[config.mk]
export PLATFORM = sky130hd
export DESIGN_NAME = prec_booth_mul
export DESIGN_NICKNAME = d
export VERILOG_FILES = /design/src/rtl/pbm_pkg.sv /design/src/rtl/pbm_mode_dec.sv /design/src/rtl/pbm_booth_row.sv /design/src/rtl/pbm_seg_sum.sv /design/src/rtl/prec_booth_mul.sv
export SDC_FILE = /design/constraint.sdc
export NUM_CORES = 1
export LEC_CHECK = 0
export BUFFER_PORTS_ARGS = -buffer_cell sky130_fd_sc_hd__buf_2
export CAP_MARGIN = 30
export CORE_MARGIN = 3
export CORE_UTILIZATION = 55
export CTS_BUF_LIST = sky130_fd_sc_hd__clkbuf_8
export CTS_CLUSTER_SIZE = 14
export DETAILED_ROUTE_END_ITERATION = 10
export HOLD_SLACK_MARGIN = 0.08
export MAX_ROUTING_LAYER = met4
export PLACE_DENSITY = 0.76
export SETUP_SLACK_MARGIN = 0.5
export SKIP_LAST_GASP = 1
export SLEW_MARGIN = 15
export SYNTH_ARGS = -nofsm -noshare
export SYNTH_HDL_FRONTEND = slang
export SYNTH_SLANG_ARGS = --single-unit
[constraint.sdc]
create_clock -name clk -period 1.7 [get_ports clk]
set_clock_uncertainty 0.2 [all_clocks]
set_input_delay 0.34 -clock clk [delete_from_list [all_inputs] [get_ports clk]]
set_output_delay 0.34 -clock clk [all_outputs]
set_load 0.02 [all_outputs]
[src/rtl/pbm_pkg.sv]
`timescale 1ns/1ps
package pbm_pkg;

  // Lane layout codes presented on the mode input
  typedef enum logic [2:0] {
    MD_Q1  = 3'b000,
    MD_Q2  = 3'b001,
    MD_Q3  = 3'b010,
    MD_Q4  = 3'b011,
    MD_H1  = 3'b100,
    MD_H2  = 3'b101,
    MD_F1  = 3'b110,
    MD_RSV = 3'b111
  } mode_t;

  // Lane width class: quarter, half or full operand width
  typedef enum logic [1:0] {
    WS_QTR  = 2'd0,
    WS_HALF = 2'd1,
    WS_FULL = 2'd2
  } wsel_t;

  // Constant that cancels the inverted sign bits of every row of one lane,
  // taken modulo the lane's 2*lw-bit result field.
  function automatic logic [63:0] lane_corr(input int lw);
    logic [63:0] acc;
    acc = '0;
    for (int j = 0; j < lw / 2; j++) begin
      acc = acc + (64'd1 << (lw + 2 * j));
    end
    return (~acc + 64'd1) & ((64'd1 << (2 * lw)) - 64'd1);
  endfunction

  // Columns into which carries must not enter for a given lane width
  function automatic logic [63:0] lane_kill(input int lw, input int ow);
    logic [63:0] acc;
    acc = '0;
    for (int k = 1; k * 2 * lw < ow; k++) begin
      acc = acc | (64'd1 << (k * 2 * lw));
    end
    return acc;
  endfunction

endpackage

[src/rtl/pbm_mode_dec.sv]
`timescale 1ns/1ps
module pbm_mode_dec
  import pbm_pkg::*;
(
  input  logic [2:0] mode,
  output wsel_t      wsel,
  output logic [3:0] lane_en,
  output logic [3:0] q_en
);

  always_comb begin
    case (mode_t'(mode))
      MD_F1:   begin wsel = WS_FULL; lane_en = 4'b0001; end
      MD_H1:   begin wsel = WS_HALF; lane_en = 4'b0001; end
      MD_H2:   begin wsel = WS_HALF; lane_en = 4'b0011; end
      MD_Q4:   begin wsel = WS_QTR;  lane_en = 4'b1111; end
      MD_Q3:   begin wsel = WS_QTR;  lane_en = 4'b0111; end
      MD_Q2:   begin wsel = WS_QTR;  lane_en = 4'b0011; end
      MD_Q1:   begin wsel = WS_QTR;  lane_en = 4'b0001; end
      default: begin wsel = WS_QTR;  lane_en = 4'b0000; end
    endcase

    // Quarter-slice enables used to gate the multiplier before Booth recoding
    case (wsel)
      WS_FULL: q_en = {4{lane_en[0]}};
      WS_HALF: q_en = {{2{lane_en[1]}}, {2{lane_en[0]}}};
      default: q_en = lane_en;
    endcase
  end

endmodule

[src/rtl/pbm_booth_row.sv]
`timescale 1ns/1ps
module pbm_booth_row #(
  parameter int W  = 16,
  parameter int LW = 4,
  parameter int R  = 0
) (
  input  logic [LW-1:0]  a_lane,
  input  logic [2:0]     trip,
  input  logic           en,
  output logic [2*W-1:0] row,
  output logic [2*W-1:0] cbit
);

  localparam int K    = (2 * R) / LW;
  localparam int J    = R - K * (LW / 2);
  localparam int BASE = 2 * K * LW + 2 * J;

  logic          one, two, neg;
  logic [LW:0]   mag, pp;

  always_comb begin
    one = trip[1] ^ trip[0];
    two = (trip[2] & ~trip[1] & ~trip[0]) | (~trip[2] & trip[1] & trip[0]);
    neg = trip[2] & ~(trip[1] & trip[0]);
    mag = one ? {a_lane[LW-1], a_lane} : (two ? {a_lane, 1'b0} : '0);
    pp  = mag ^ {(LW + 1){neg}};
    row  = '0;
    cbit = '0;
    if (en) begin
      // inverted sign on top, +1 folded into the LSB, its carry one column up
      row[BASE +: LW+1] = {~pp[LW], pp[LW-1:1], pp[0] ^ neg};
      cbit[BASE + 1]    = pp[0] & neg;
    end
  end

endmodule

[src/rtl/pbm_seg_sum.sv]
`timescale 1ns/1ps
module pbm_seg_sum #(
  parameter int OW   = 32,
  parameter int NOPS = 10
) (
  input  logic [OW-1:0] ops [NOPS],
  input  logic [OW-1:0] kill,
  output logic [OW-1:0] sum
);

  logic [OW-1:0] s, c, maj;
  logic          cin;

  always_comb begin
    s = ops[0];
    c = '0;
    // carry-save chain; carries never enter a lane's base column
    for (int i = 1; i < NOPS; i++) begin
      maj = (s & c) | (s & ops[i]) | (c & ops[i]);
      s   = s ^ c ^ ops[i];
      c   = (maj << 1) & ~kill;
    end
    // segmented ripple resolve
    cin = 1'b0;
    for (int b = 0; b < OW; b++) begin
      if (kill[b]) cin = 1'b0;
      sum[b] = s[b] ^ c[b] ^ cin;
      cin    = (s[b] & c[b]) | (s[b] & cin) | (c[b] & cin);
    end
  end

endmodule

[src/rtl/prec_booth_mul.sv]
`timescale 1ns/1ps
module prec_booth_mul #(
  parameter int W = 16
) (
  input  logic           clk,
  input  logic           rst_n,
  input  logic           in_valid,
  output logic           in_ready,
  input  logic [2:0]     in_mode,
  input  logic [W-1:0]   in_mcand,
  input  logic [W-1:0]   in_mplier,
  output logic           out_valid,
  input  logic           out_ready,
  output logic [2*W-1:0] out_prod
);
  import pbm_pkg::*;

  localparam int OW   = 2 * W;
  localparam int ROWS = W / 2;
  localparam int NQ   = 4;
  localparam int QW   = W / NQ;
  localparam int NWV  = 3;
  localparam int NOPS = ROWS + 2;

  wsel_t            wsel;
  logic [NQ-1:0]    lane_en, q_en;
  logic [W-1:0]     mplier_g;

  logic [OW-1:0]    row_v  [NWV][ROWS];
  logic [OW-1:0]    cyb_v  [NWV][ROWS];
  logic [OW-1:0]    cy_v   [NWV];
  logic [OW-1:0]    cst_v  [NWV];
  logic [OW-1:0]    kill_v [NWV];

  logic [OW-1:0]    ops [NOPS];
  logic [OW-1:0]    kill_s;
  logic [OW-1:0]    prod_c;

  pbm_mode_dec u_dec (
    .mode    (in_mode),
    .wsel    (wsel),
    .lane_en (lane_en),
    .q_en    (q_en)
  );

  // gate multiplier slices of inactive lanes so their digits recode to zero
  for (genvar q = 0; q < NQ; q++) begin : g_gate
    assign mplier_g[q*QW +: QW] = in_mplier[q*QW +: QW] & {QW{q_en[q]}};
  end

  // one partial-product array per lane width class
  for (genvar gv = 0; gv < NWV; gv++) begin : g_wv
    localparam int LW = QW << gv;
    localparam int NL = W / LW;
    localparam logic [63:0] KILL64 = lane_kill(LW, OW);
    localparam logic [63:0] CORR64 = lane_corr(LW);
    localparam logic [2*LW-1:0] CORR = CORR64[2*LW-1:0];

    logic [OW-1:0] cy_loc, cst_loc;

    for (genvar r = 0; r < ROWS; r++) begin : g_row
      localparam int K = (2 * r) / LW;
      localparam int J = r - K * (LW / 2);
      logic [2:0] trip;
      if (J == 0) begin : g_first
        assign trip = {mplier_g[2*r+1], mplier_g[2*r], 1'b0};
      end else begin : g_next
        assign trip = {mplier_g[2*r+1], mplier_g[2*r], mplier_g[2*r-1]};
      end
      pbm_booth_row #(.W(W), .LW(LW), .R(r)) u_row (
        .a_lane (in_mcand[K*LW +: LW]),
        .trip   (trip),
        .en     (lane_en[K]),
        .row    (row_v[gv][r]),
        .cbit   (cyb_v[gv][r])
      );
    end

    always_comb begin
      cy_loc  = '0;
      cst_loc = '0;
      for (int r = 0; r < ROWS; r++) cy_loc = cy_loc | cyb_v[gv][r];
      for (int k = 0; k < NL; k++) begin
        if (lane_en[k]) cst_loc[2*k*LW +: 2*LW] = CORR;
      end
    end

    assign cy_v[gv]   = cy_loc;
    assign cst_v[gv]  = cst_loc;
    assign kill_v[gv] = KILL64[OW-1:0];
  end

  // pick the array that matches the current width class
  always_comb begin
    int gi;
    gi = (wsel == WS_FULL) ? 2 : ((wsel == WS_HALF) ? 1 : 0);
    for (int r = 0; r < ROWS; r++) ops[r] = row_v[gi][r];
    ops[ROWS]     = cy_v[gi];
    ops[ROWS + 1] = cst_v[gi];
    kill_s        = kill_v[gi];
  end

  pbm_seg_sum #(.OW(OW), .NOPS(NOPS)) u_sum (
    .ops  (ops),
    .kill (kill_s),
    .sum  (prod_c)
  );

  assign in_ready = !out_valid || out_ready;

  always_ff @(posedge clk or negedge rst_n) begin
    if (!rst_n) begin
      out_valid <= 1'b0;
      out_prod  <= '0;
    end else if (in_valid && in_ready) begin
      out_valid <= 1'b1;
      out_prod  <= prod_c;
    end else if (out_ready) begin
      out_valid <= 1'b0;
    end
  end

endmodule

## Word-level counts from Yosys, hierarchy flattened

Cells that the tools add are included.

| cells by class | value |
|---|---|
| muxes and demuxes | 153 |
| reductions and logical operators | 8 |
| order comparisons | 1 |
| bitwise logic cells | 484 |
| equality and inequality tests | 8 |

Operators by type and width:

| cell | number |
|---|---|
| $and A31 B31 Y31 | 25 |
| $xor A32 B32 Y32 | 17 |
| $bmux W256 S2 | 1 |
| $mux W256 | 2 |
| $or A31 B31 Y31 | 16 |
| $mux W17 | 24 |
| $and A32 B32 Y32 | 9 |
| $mux W32 | 7 |
| $mux W9 | 24 |
| $bmux W32 S2 | 3 |
| $and A1 B1 Y1 | 158 |
| $xor A17 B17 Y17 | 8 |
| $mux W5 | 24 |
| $xor A1 B1 Y1 | 94 |
| $xor A9 B9 Y9 | 8 |
| $or A1 B1 Y1 | 67 |
| $mux W1 | 58 |
| $not A1 Y1 | 47 |
| $or A18 B20 Y20 | 2 |
| $xor A5 B5 Y5 | 8 |
| $ge A32 B3 Y1 const B | 1 |
| $mux W16 | 2 |
| $mux W8 | 4 |
| $not A2 Y32 | 1 |
| other kinds (32) | 44 |

| word-level totals | value |
|---|---|
| flip-flop bits (word level) | 33 |
| output and inout port bits | 34 |
| input bits | 39 |
| word-level logic and storage cells | 656 |

## Longest topological paths before layout

| depth | value |
|---|---|
| depth in word-level cells | 175 |
| depth in mapped cells | 72 |
| gate-level depth less buffers | 67 |

## Hierarchy

From an unflattened synthesis, not the netlist that was laid out.

| unflattened totals | value |
|---|---|
| cells, all modules | 4544 |
| area, all modules | 34850.9 µm² |

By module, submodules not included:

| module | area each (µm²) | seq. area each (µm²) | cells each | instances |
|---|---|---|---|---|
| prec_booth_mul | 8673.3 | 825.8 | 1299 | 1 |
| pbm_seg_sum | 8476.9 | 0.0 | 802 | 1 |
| pbm_booth_row at g_wv[2].g_row[0].u_row ... | 784.5 | 0.0 | 102 | 8 |
| pbm_booth_row at g_wv[1].g_row[0].u_row ... | 763.2 | 0.0 | 109 | 8 |
| pbm_booth_row at g_wv[0].g_row[0].u_row ... | 643.1 | 0.0 | 91 | 8 |
| pbm_mode_dec | 173.9 | 0.0 | 27 | 1 |

## Worst setup path after synthesis

Ideal clock, no wire load.

| path | value |
|---|---|
| path kind | input to register |
| from | input in_mode[1] |
| to | register out_prod[30] |
| cell stages on the path | 66 |
| slack | -13.008 ns |
| buffers on the path | 5 |
| data required time | 1.375 ns |
| arrival | 14.384 ns |
| path through | buf_2 -> nand2b_1 -> inv_1 -> ha_1 -> clkbuf_1 -> or3_1 -> and3_1 -> clkbuf_1 -> and2_1 -> ha_1 -> nand2b_1 -> clkbuf_1 -> nor2_1 -> buf_2 -> xnor2_1 -> nand2_1 -> fa_1 -> or2_2 -> [... 30 more ...] -> fa_1 -> inv_1 -> fa_1 -> nor2_1 -> fa_1 -> inv_1 -> fa_1 -> inv_1 -> fa_1 -> inv_1 -> fa_1 -> inv_1 -> fa_1 -> inv_1 -> fa_1 -> inv_1 -> fa_1 -> mux2_2 |

| on the way | value |
|---|---|
| word-level cells in the longest chain between the ends | 148 |
| elaborated cells on any way between the ends | 580 |
| classes of those cells | eq/ne (8); mux (150); bitwise (418); reduce/logical (4) |

RTL lines:

| what | RTL line | text |
|---|---|---|
| from (decl) | prec_booth_mul.sv:9 | `input logic [2:0] in_mode,` |
| $eq A3 B3 Y1 (tied with other cells) | pbm_mode_dec.sv:12 | `case (mode_t'(mode))` |
| $reduce_or A3 Y1 (no line) / $reduce_or A2 Y1 (equally long branches) | -- |  |
| $pmux W4 S4 | pbm_mode_dec.sv:12 |  |
| $pmux W4 S2 | pbm_mode_dec.sv:24 | `case (wsel)` |
| $and A4 B4 Y4 | prec_booth_mul.sv:48 | `assign mplier_g[q*QW +: QW] = in_mplier[q*QW +: QW] & {QW{q_en[q]}};` |
| $mux W17 (tied with other cells) | pbm_booth_row.sv:25 | `mag = one ? {a_lane[LW-1], a_lane} : (two ? {a_lane, 1'b0} : '0);` |
| $xor A17 B17 Y17 (tied with other cells) | pbm_booth_row.sv:26 | `pp = mag ^ {(LW + 1){neg}};` |
| $xor A1 B1 Y1 (tied with other cells) | pbm_booth_row.sv:31 | `row[BASE +: LW+1] = {~pp[LW], pp[LW-1:1], pp[0] ^ neg};` |
| [... 131 more ...] | -- |  |
| $and A1 B1 Y1 | pbm_seg_sum.sv:28 | `cin = (s[b] & c[b]) \| (s[b] & cin) \| (c[b] & cin);` |
| $or A1 B1 Y1 (2 in a row) | pbm_seg_sum.sv:28 |  |
| $mux W1 | pbm_seg_sum.sv:26 | `if (kill[b]) cin = 1'b0;` |
| $and A1 B1 Y1 | pbm_seg_sum.sv:28 |  |
| $or A1 B1 Y1 (2 in a row) | pbm_seg_sum.sv:28 |  |
| $mux W1 | pbm_seg_sum.sv:26 |  |
| $xor A1 B1 Y1 * | pbm_seg_sum.sv:27 | `sum[b] = s[b] ^ c[b] ^ cin;` |
| via prod_c[30] | prec_booth_mul.sv:37 | `logic [OW-1:0] prod_c;` |
| to (signal assigned) | prec_booth_mul.sv:117 | `out_prod <= prod_c;` |
| to (decl) | prec_booth_mul.sv:14 | `output logic [2*W-1:0] out_prod` |

Mark *: on every way through the listed nets, which the timed path passes. The rest lies on a longest branch. The select of a mux whose other input is x is not followed.
A chain may end at the register's enable or synchronous reset.

## Worst setup path after layout

Ends and elaborated chain as after synthesis.

==> flow_metrics.env <==
export IMPL_totalWireLength_um=43030
export IMPL_syn_num_nets=1677
export IMPL_setup_viol=32
export IMPL_gp_congestion=1.042
export IMPL_cts_sinks=33
export IMPL_powerDensity_nw_per_um2=698.2
export IMPL_required_ns=1.70
export IMPL_route_detailed_drc=0
export IMPL_dp_cells=1905
export IMPL_synth_area_leader_cell="fa_1"
export IMPL_async_flop_share=1.000
export IMPL_yosysMostFrequentCell="inv_1"
export IMPL_whs_ns=0.2647
export IMPL_yosysTopAreaCellShare=0.2450
export IMPL_via_per_inst=6.028
export IMPL_outcome="complete, but fails checks"
export IMPL_grt_pass1_wl_um=65000
export IMPL_crit_path_end_kind="flip-flop"
export IMPL_io_buffers=72
export IMPL_power_mw=10.58
export IMPL_cts_tree="built"
export IMPL_syn_inst=1408
export IMPL_postRouteAntennaNets=0
export IMPL_rsz0062_at_grt="yes"
export IMPL_synth_area_per_cell_um2=7.951
export IMPL_clk_path_buf_depth=2
export IMPL_timing_fmax_ghz=0.07726
export IMPL_ios=73
export IMPL_layout_min_cycle_time_ns=12.94
export IMPL_violations="setup timing"
export IMPL_multi_input_area_um2=9961
export IMPL_grt_remaining_overflow=0
export IMPL_drtPass1Iterations=6
export IMPL_wire_per_inst_um=21.97
export IMPL_die_area_um2=22100
export IMPL_grt_pass1_vias=12130
export IMPL_ir_drop_uv=420.0
export IMPL_ys_ff_latch=33
export IMPL_critPathKind="in -> reg"
export IMPL_critical_path_max_stage_delay_ns=0.54
export IMPL_cts_root_buf="clkbuf_8"
export IMPL_ys_top_cells_by_area="fa_1 24%, ha_1 10%, dfrtp_1 7.4%, inv_1 7.0%, xnor2_1 6.8%"
export IMPL_slowest_stage="fa_1"
export IMPL_worstSetupStartpointType="primary input"
export IMPL_hold_viol_final=0
export IMPL_fp_dieW_um=148.7
export IMPL_synth_edf_count=0
export IMPL_finalWorstSetupSlack_ns=-11.24
export IMPL_num_antenna_cells=0
export IMPL_synth_warnings=0
export IMPL_drt_initial_drc_count=1310
export IMPL_ys_seq_area_frac=0.07377
export IMPL_grtUsageTotal=0.3829
export IMPL_finalNonFillerCells=1959
export IMPL_clk_latency_ns=0.31
export IMPL_yosys_most_used_dff="dfrtp_1"
export IMPL_grt_max_degree=34
export IMPL_cp_max_fo=4
export IMPL_drv_cap=0
export IMPL_crit_arrival_ns=12.94
export IMPL_seq_area_um2=825.8
export IMPL_dp_hpwl_um=31160
export IMPL_layout_drive_gt1_share=0.3554
export IMPL_vias=11810
export IMPL_cts_max_level=2
export IMPL_area_delta_synth_final_pct=35.40
export IMPL_nets=1962
export IMPL_relSlewSlack=0.6869
export IMPL_synth_common_cells="209 x inv_1, 162 x nand2_1, 137 x fa_1"
export IMPL_synth_distinct_cells=67
export IMPL_syn_area_um2=11190
export IMPL_maxSlewViolCount=0
export IMPL_fillers=1325
export IMPL_holdCritPathClass="in -> async"
export IMPL_core_area_um2=19720
export IMPL_power_leakage_nw=7.044
export IMPL_fin_crit_sh=7.613
export IMPL_clk_pin_slew_ns=0.07
export IMPL_antenna_found_initial=0
export IMPL_initial_core_util=0.5677
export IMPL_die_h_um=148.7
export IMPL_worstMarginPinSlew_ns=0.4647
export IMPL_place_ws_ns=-11.56
export IMPL_numCtsBuffers=5
export IMPL_path_common_cell="fa_2"
export IMPL_rows=51
==> registers in the layout, indices dropped and copies added, names as in the netlist <==
signal,count
out_valid,1
out_prod,32
==> logic make-up (layout without fill, tap and decap cells) <==
| kind of cell | after synthesis | count (layout) | synth area share |
|---|---|---|---|
| AOI/OAI and AO/OA | 277 | 277 | 0.1759 |
| xor gates and xnor gates | 114 | 114 | 0.08919 |
| adders and majority gates | 230 | 230 | 0.3489 |
| buffers and inverters | 323 | 609 | 0.1113 |
| DFF | 33 | 33 | 0.07377 |
| muxes | 57 | 57 | 0.05331 |
| and+or+nand+nor | 374 | 374 | 0.1475 |
==> layout by cell type (no fill, tap or decap), types with 11 or more instances in the layout <==
cell type,instances
a21oi_1,57
a22oi_1,70
buf_2,35
buf_4,292
buf_6,51
dfrtp_1,33
fa_1,107
fa_2,30
ha_1,59
ha_4,32
inv_1,177
inv_2,33
mux2_2,16
mux2i_1,35
nand2_1,156
nand2b_1,14
nor2_1,99
nor2b_1,13
nor3_1,11
o21ai_0,28
o21ai_2,12
o22ai_1,30
xnor2_1,82
xor2_1,27
==> power breakdown <==
part	switching (mW)	leakage [nW]	internal [mW]	total [mW]
registers	0.263	0.409	1.10	1.36
logic	4.44	6.57	3.99	8.43
clock network	0.323	0.0626	0.472	0.795
==> through the flow <==
step           utilization  setup TNS (ns)  area (um2)
5_1_grt             0.7687         -210.09       15160
3_3_place_gp        0.7037         -213.28       13870
6_report            0.7687         -204.44       15160
2_1_floorplan            -         -212.35       11610
3_5_place_dp        0.7037         -216.61       13870
4_1_cts             0.7516         -198.10       14820
==> path summary, 6_finish.rpt <==
path / start / endpoint / slack, ns / cells after the start
min in group clk: out_prod[23]$_DFFE_PN0P_ / out_prod[23]$_DFFE_PN0P_ / 0.31 / 2
max: in_mode[1] / out_prod[30]$_DFFE_PN0P_ / -11.24 / 65
min: rst_n / out_prod[27]$_DFFE_PN0P_ / 0.26 / 2
max reg2reg: out_valid$_DFFE_PN0P_ / out_prod[0]$_DFFE_PN0P_ / 0.10 / 5
max in group asynchronous: rst_n / out_prod[1]$_DFFE_PN0P_ / 0.61 / 3
min reg2reg: out_prod[23]$_DFFE_PN0P_ / out_prod[23]$_DFFE_PN0P_ / 0.31 / 2
==> worst max-delay path: cells and delay by family <==
family	cells	cell delay, ns
compound gates	2	0.18
simple gates	6	1.07
buf+inv	23	1.22
fa+ha+maj	32	9.74
mux	1	0.28
xor+xnor	1	0.09
==> layout make-up <==
| type | count | area share |
|---|---|---|
| multi-input combinational | 1052 | 0.6572 |
| tap | 265 | 0.02188 |
| inverter | 212 | 0.05283 |
| clock inverter | 2 | 0.002229 |
| timing repair buffer | 389 | 0.2060 |
| sequential | 33 | 0.05448 |
| clock buffer | 6 | 0.005448 |
==> timing repair <==
item                                   CTS  global route
hold buffers                             2             0
setup buffers                           27            17
setup endpoints to repair               66            66
gates resized for setup                149            49
endpoints found under the hold margin   34             0
pin swaps                               49            27
==> per-layer routing <==
metal,GRT usage,part of all wire,up-vias
li1,-,-,5181
met1,0.4881,0.39,5676
met2,0.6174,0.46,761
met3,0.05941,0.098,190
met4,0.1487,0.051,0
met5,-,0,-
No activity file was read; power rests on OpenSTA's default activity.
